===== config.mk =====
export PLATFORM = sky130hd
export DESIGN_NAME = baud_tick_gen
export DESIGN_NICKNAME = d
export VERILOG_FILES = /design/src/rtl/bt_pkg.sv /design/src/rtl/bt_value_reg.sv /design/src/rtl/bt_div_core.sv /design/src/rtl/bt_acc_core.sv /design/src/rtl/baud_tick_gen.sv
export SDC_FILE = /design/constraint.sdc
export NUM_CORES = 1
export LEC_CHECK = 0
export BUFFER_PORTS_ARGS = -buffer_cell sky130_fd_sc_hd__buf_2
export CAP_MARGIN = 40
export CELL_PAD_IN_SITES_DETAIL_PLACEMENT = 1
export CELL_PAD_IN_SITES_GLOBAL_PLACEMENT = 1
export CORE_AREA = 5 5 116 118
export DETAILED_ROUTE_END_ITERATION = 12
export DIE_AREA = 0 0 121 123
export PLACE_DENSITY = 0.65
export SYNTH_ARGS = -nofsm -noshare
export SYNTH_HDL_FRONTEND = slang
export SYNTH_HIERARCHICAL = 1
export SYNTH_SLANG_ARGS = --single-unit

===== constraint.sdc =====
create_clock -name clk -period 3.1 [get_ports clk]
set_clock_uncertainty 0.05 [all_clocks]
set_input_delay 0.62 -clock clk [delete_from_list [all_inputs] [get_ports clk]]
set_output_delay 0.62 -clock clk [all_outputs]
set_load 0.05 [all_outputs]

===== src/rtl/bt_pkg.sv =====
package bt_pkg;
  typedef enum logic {
    MODE_DIVIDE = 1'b0,
    MODE_PHASE  = 1'b1
  } tick_mode_e;
endpackage


===== src/rtl/bt_value_reg.sv =====
module bt_value_reg #(
  parameter int W = 16
) (
  input  logic         clk,
  input  logic         rst_n,
  input  logic         wr_en,
  input  logic [W-1:0] wr_data,
  output logic [W-1:0] value_q
);
  always_ff @(posedge clk) begin
    if (!rst_n)     value_q <= '0;
    else if (wr_en) value_q <= wr_data;
  end

  // value only moves on a strobed write
  assert_hold_without_strobe_R10: assert property (@(posedge clk) disable iff (!rst_n)
    !wr_en |=> $stable(value_q));
endmodule


===== src/rtl/bt_div_core.sv =====
module bt_div_core #(
  parameter int W = 16
) (
  input  logic         clk,
  input  logic         rst_n,
  input  logic         en,
  input  logic [W-1:0] prog,
  output logic         tick_q
);
  localparam logic [W-1:0] ONE = W'(1);

  logic [W-1:0] cnt_q;
  logic [W-1:0] per_q;

  always_ff @(posedge clk) begin
    if (!rst_n) begin
      cnt_q  <= '0;
      per_q  <= '0;
      tick_q <= 1'b0;
    end else if (!en || per_q == '0) begin
      cnt_q  <= '0;
      per_q  <= prog;
      tick_q <= 1'b0;
    end else if (cnt_q == per_q - ONE) begin
      cnt_q  <= '0;
      per_q  <= prog;
      tick_q <= 1'b1;
    end else begin
      cnt_q  <= cnt_q + ONE;
      tick_q <= 1'b0;
    end
  end

  assert_idle_clear_R6: assert property (@(posedge clk) disable iff (!rst_n)
    !en |=> (!tick_q && cnt_q == '0));
  assert_zero_silent_R3: assert property (@(posedge clk) disable iff (!rst_n)
    (en && per_q == '0) |=> !tick_q);
  assert_count_bound_R2: assert property (@(posedge clk) disable iff (!rst_n)
    (per_q != '0) |-> (cnt_q < per_q));
  assert_single_cycle_R9: assert property (@(posedge clk) disable iff (!rst_n)
    (tick_q && per_q > ONE) |=> !tick_q);
endmodule


===== src/rtl/bt_acc_core.sv =====
module bt_acc_core #(
  parameter int W = 16
) (
  input  logic         clk,
  input  logic         rst_n,
  input  logic         en,
  input  logic [W-1:0] prog,
  output logic         tick_q
);
  localparam logic [W-1:0] HALF = W'(1) << (W - 1);

  logic [W-1:0] phase_q;
  logic [W-1:0] inc_q;
  logic [W:0]   sum;

  assign sum = {1'b0, phase_q} + {1'b0, inc_q};

  always_ff @(posedge clk) begin
    if (!rst_n) begin
      phase_q <= '0;
      inc_q   <= '0;
      tick_q  <= 1'b0;
    end else if (!en) begin
      phase_q <= '0;
      inc_q   <= prog;
      tick_q  <= 1'b0;
    end else begin
      phase_q <= sum[W-1:0];
      tick_q  <= sum[W];
      if (sum[W] || inc_q == '0) inc_q <= prog;
    end
  end

  assert_idle_clear_R6: assert property (@(posedge clk) disable iff (!rst_n)
    !en |=> (!tick_q && phase_q == '0));
  assert_zero_silent_R5: assert property (@(posedge clk) disable iff (!rst_n)
    (en && inc_q == '0) |=> !tick_q);
  assert_single_cycle_R9: assert property (@(posedge clk) disable iff (!rst_n)
    (tick_q && inc_q < HALF) |=> !tick_q);
endmodule


===== src/rtl/baud_tick_gen.sv =====
module baud_tick_gen #(
  parameter int VAL_W = 16
) (
  input  logic             clk,
  input  logic             rst_n,
  input  logic             run_en,
  input  logic             acc_mode,
  input  logic             wr_en,
  input  logic [VAL_W-1:0] wr_data,
  output logic             tick
);
  import bt_pkg::*;

  tick_mode_e       mode;
  logic [VAL_W-1:0] value_q;
  logic             div_tick;
  logic             acc_tick;

  assign mode = tick_mode_e'(acc_mode);

  bt_value_reg #(.W(VAL_W)) u_value (
    .clk(clk), .rst_n(rst_n), .wr_en(wr_en), .wr_data(wr_data), .value_q(value_q)
  );

  bt_div_core #(.W(VAL_W)) u_div (
    .clk(clk), .rst_n(rst_n), .en(run_en && mode == MODE_DIVIDE),
    .prog(value_q), .tick_q(div_tick)
  );

  bt_acc_core #(.W(VAL_W)) u_acc (
    .clk(clk), .rst_n(rst_n), .en(run_en && mode == MODE_PHASE),
    .prog(value_q), .tick_q(acc_tick)
  );

  assign tick = div_tick | acc_tick;

  // only the selected law may ever produce a strobe
  assert_one_source_R7: assert property (@(posedge clk) disable iff (!rst_n)
    $onehot0({div_tick, acc_tick}));
  assert_stopped_quiet_R6: assert property (@(posedge clk) disable iff (!rst_n)
    !run_en |=> !tick);
endmodule


* After elaboration in Yosys (flattened, before gate mapping) *
Cells that the tools add are included.

operators by class
  add/sub/neg operators = 3
  eq/ne operators = 2
  muxes and demuxes = 5
  bitwise operators = 3
  reductions and logical operators = 11

operators by type and width
  cell                                                number
  two-way mux 16 bit                                  4
  logical NOT 16 bit                                  2
  adder 16 x 16 -> 17 bit                             1
  adder 16 x 1 -> 16 bit, second input constant       1
  == test 16 bit                                      1
  subtractor 16 x 1 -> 16 bit, second input constant  1
  OR reduction 3 bit                                  1
  logical AND 1 bit                                   2
  logical OR 1 bit                                    2
  != test 2 bit, second input constant                1
  inverter 1 bit                                      2
  AND reduction 2 bit                                 1
  nonzero test 2 bit                                  1
  OR reduction 2 bit                                  1
  logical NOT 1 bit                                   1
  two-way mux 1 bit                                   1
  bitwise OR 1 bit                                    1

storage, ports and cells
  flip-flop bits (word level) = 82
  bits of input ports = 21
  output and inout bits = 1

* Longest topological paths before layout *
  depth in word-level cells = 5
  depth in mapped cells = 10
  depth with buffers taken out = 9

* Cells and area by module *
Netlist, hierarchy kept.

by module, submodules not included
  module         times used  cells each  area an instance (um2)
  bt_div_core    1           262         2,259.7
  bt_acc_core    1           223         1,938.1
  bt_value_reg   1           51          615.6
  baud_tick_gen  1           3           22.5

* Least setup slack after synthesis *
OpenSTA, ideal clock, no wires.

  path kind = register to register
  from = register u_div.per_q[0]
  to = register u_div.cnt_q[10]
  arrival time = 2.440 ns
  setup slack = 0.495 ns
  stages on the path, launching flop included = 11
  period minus slack after synthesis = 2.605 ns
  cell sequence = dfxtp_1 > inv_1 > ha_1 > nor3b_1 > nand3_1 > xnor2_1 > nor4_1 > nand4_4 > o21ai_4 > buf_6 > nor2_1

on the way
  longest elaborated chain between the ends = 3

RTL lines
  element                                                                   line                                  RTL
  start: declaration                                                        bt_div_core.sv:13                     logic [W-1:0] per_q;
  start signal: assignment                                                  bt_div_core.sv:22                     per_q <= prog;
  start signal: assignment                                                  bt_div_core.sv:26                     per_q <= prog;
  subtractor 16 x 1 -> 16 bit / logical NOT 16 bit (equally long branches)  bt_div_core.sv:24, bt_div_core.sv:20
  == test 16 bit / logical OR 1 bit (equally long branches)                 bt_div_core.sv:24, bt_div_core.sv:20
  OR reduction 3 bit (no line) (*)                                          --
  end signal: assignment                                                    bt_div_core.sv:29                     cnt_q <= cnt_q + ONE;
  end: declaration                                                          bt_div_core.sv:12                     logic [W-1:0] cnt_q;

Every way passes the cells marked *; elsewhere a longest branch is shown, timed or not.
A chain may end at the register's enable or synchronous reset.

* Final worst setup path *
  from = register u_div.per_q[1]
  to = register u_div.per_q[10]

on the way
  longest elaborated chain between the ends = 3

RTL lines
  element                                                                    line
  subtractor 16 x 1 -> 16 bit / logical NOT 16 bit (equally long branches)   bt_div_core.sv:24, bt_div_core.sv:20
  == test 16 bit / logical OR 1 bit (equally long branches)                  bt_div_core.sv:24, bt_div_core.sv:20
  nonzero test 2 bit (no line) / two-way mux 16 bit (equally long branches)  --

Several ways; a longest one is shown, not always the timed one.

==> impl_metrics.env <==
export IMPL_drc=0
export IMPL_cts_buffer_depth=2
export IMPL_io_pins=22
export IMPL_timing_rr_start="u_div/per_q[1]"
export IMPL_synth_top_area_share_pct=33.9
export IMPL_grt_pass1_vias=4180
export IMPL_cts_clk_slew_worst_paths_ns=0.06
export IMPL_synth_top_area_cell="dfxtp_1"
export IMPL_cp_max_fo=33
export IMPL_timing_final_crit_share_pct=94.2
export IMPL_synthTopCellsByArea="dfxtp_1 34%, mux2i_1 7.2%, nand2_1 6.6%"
export IMPL_p_sw_w=0.000716
export IMPL_ys_seq_area_share_pct=33.9
export IMPL_rr_endpoint="u_div/per_q[10]"
export IMPL_ant_nets=0
export IMPL_ir_drop_mv=0.227
export IMPL_period_minus_slack_ns=2.92
export IMPL_core_um2=12400
export IMPL_syn_nets=579
export IMPL_worstSetupPathType="reg -> reg"
export IMPL_worstPathRequired_ns=3.27
export IMPL_cap_violations=0
export IMPL_fin_tns_setup_ns=0
export IMPL_intPower_w=0.00189
export IMPL_path_cells="inv_1, ha_1, nor3b_1, buf_4, nand3_1, xnor2_1, nor4_1, nand4_4, buf_4, o311ai_0"
export IMPL_cts_resized=0
export IMPL_cpMaxStageDelayCell="nor4_1"
export IMPL_status="finished clean"
export IMPL_syn2layout_area_growth_pct=10.0
export IMPL_n_antenna_cell=0
export IMPL_firstDrtPassIters=4
export IMPL_switching_share_pct=27.5
export IMPL_vias=3895
export IMPL_start_util_pct=39.1
export IMPL_drt_initial_drc_count=161
export IMPL_yosysMostFrequentCell="nand2_1"
export IMPL_synthArstFlopShare_pct=0
export IMPL_synth_area_um2=4840
export IMPL_max_freq_ghz=0.343
export IMPL_critPathBufInv=3
export IMPL_critPathCapture="u_div/per_q[10]"
export IMPL_critPathLaunch="u_div/per_q[1]"
export IMPL_wl_per_cell_um=16.5
export IMPL_post_drt_via_cell_ratio=5.37
export IMPL_synthFlopType="dfxtp_1"
export IMPL_cp_top_family="simple AND/OR/NAND/NOR gates"
export IMPL_start_kind="flip-flop"
export IMPL_cts_root_buf="clkbuf_16"
export IMPL_nets=589
export IMPL_grt_max_degree=35
export IMPL_critPathMaxStageDelay_ns=0.44
export IMPL_timing_max_transition_violations_final=0
export IMPL_dieArea_um2=14900
export IMPL_endpoint_kind="flip-flop"
export IMPL_worstMarginPinSlew_ns=0.866
export IMPL_postSynthAreaPerCell_um2=8.97
export IMPL_port_buffers=21
export IMPL_total_leakage_power_nw=2.11
export IMPL_rsz0062_at_grt="false"
export IMPL_hold_viol_final=0
export IMPL_grt_pass1_wl_um=20300
export IMPL_synthCells=539
export IMPL_pwr_share_comb_pct=14.8
export IMPL_gp_congestion=0.835
export IMPL_numCtsBuffers=9
export IMPL_seqPwrFrac_pct=43.7
export IMPL_drive_above_1_share_pct=13.4
export IMPL_ys_ff_latch=82
export IMPL_grt_use_total_pct=17.2
export IMPL_setup_ws_ns=0.181
export IMPL_cts_hold_buf=0
export IMPL_die_w_um=121
export IMPL_slew_headroom_pct=42.3
export IMPL_synth_common_cells="85 x nand2_1, 82 x dfxtp_1, 35 x mux2i_1, 35 x nor2_1, 24 x xnor2_1"
export IMPL_dpl_worst_slack_ns=0.134
export IMPL_path_common_cell="buf_4"
export IMPL_cts_setup_buffers=0
export IMPL_pwr_share_clk_pct=41.5
export IMPL_clk_latency_ns=0.35
export IMPL_r2r_cells=10
export IMPL_rows=41
export IMPL_ys_types=59
export IMPL_cp_num_cells=10
export IMPL_cts_sinks=82
export IMPL_synth_edff_count=0
export IMPL_p_per_area_nw_per_um2=490
export IMPL_power_w=0.00261
export IMPL_antenna_found_initial=0
export IMPL_setup_viol=0
export IMPL_dp_hpwl_um=8900
export IMPL_place_area_um2=5030
export IMPL_arrival_ns=3.09
export IMPL_die_h_um=123
export IMPL_grt_overflow=0
export IMPL_ys_warn_count=6
export IMPL_cts_tree="built"
export IMPL_whs_ns=0.431
export IMPL_htree_levels=3
export IMPL_hp_class="reg -> reg"
export IMPL_fin_area_um2=5320
export IMPL_routed_wl_um=12000
export IMPL_hold_start="u_value/value_q[3]"
export IMPL_regToRegSetupSlack_ns=0.18
-- cell families after synthesis --
| kind of cell | Yosys count | synth area share [%] |
|---|---|---|
| and+or+nand+nor | 234 | 24.8 |
| AOI/OAI and AO/OA | 92 | 16.9 |
| DFF | 82 | 33.9 |
| xor gates and xnor gates | 42 | 7.61 |
| buffers and inverters | 35 | 4.42 |
| muxes | 35 | 7.24 |
| adders and majority gates | 19 | 5.07 |
-- layout make-up --
type                       instances  area (µm²)
clock inverter                     6        66.3
clock buffer                       9         225
inverter                           4        15.0
multi-input combinational        422        2990
sequential                        82        1640
tap                              172         215
fill                            1447        7040
timing repair buffer              30         173
-- state kept, by name, summed over array words and instances, names as in the netlist --
signal / cells
u_acc/inc_q: 16
u_acc/phase_q: 16
u_div/cnt_q: 16
u_div/per_q: 16
u_value/value_q: 16
u_acc/tick_q: 1
u_div/tick_q: 1
-- routing by layer --
layer  vias up  share of wire (%)  global-route usage [%]
li1       1961                  -                       -
met1      1889                 45                    20.1
met2        26                 51                    30.5
met3        19                1.6                    3.48
met4         0                2.5                    7.22
met5         -                  0                       0
-- per-stage QoR --
stage / util [%] / std cells
4_1_cts: 43.0 / 725
6_report: 43.0 / 725
3_3_place_gp: 40.7 / 710
2_1_floorplan: - / 539
3_5_place_dp: 40.7 / 710
5_1_grt: 43.0 / 725
-- worst min-delay path: stages (launching register included) --
cell     delay (ns)
dfxtp_1        0.33
nand2_1        0.06
mux2i_1        0.05
-- power groups by stage --
stage               logic (W)  registers, W  clock network (W)
finish               0.000386       0.00114            0.00108
global route         0.000429       0.00114            0.00116
CTS                  0.000391       0.00114            0.00112
detailed placement   0.000388       0.00116                  0
global placement     0.000377       0.00116                  0
floorplan            0.000316       0.00114                  0
-- cells in the final DEF, fill, tap and decap left out, drive strengths merged, types with 18 or more instances in the layout --
cell | netlist | layout
nor2 | 35 | 35
buf | 12 | 30
mux2i | 35 | 35
dfxtp | 82 | 82
xor2 | 18 | 18
and3 | 21 | 21
xnor2 | 24 | 24
nor3 | 18 | 18
nand2 | 85 | 85
ha | 18 | 18
-- worst min path at each step --
stage | cells past startpoint | to
2_1_floorplan | 2 | u_acc/inc_q[0]
3_3_place_gp | 2 | u_acc/inc_q[7]
3_5_place_dp | 2 | u_acc/inc_q[3]
4_1_cts | 2 | u_acc/inc_q[3]
6_report | 2 | u_acc/inc_q[3]
5_1_grt | 2 | u_acc/inc_q[7]
(Power assumes the default switching activity.)
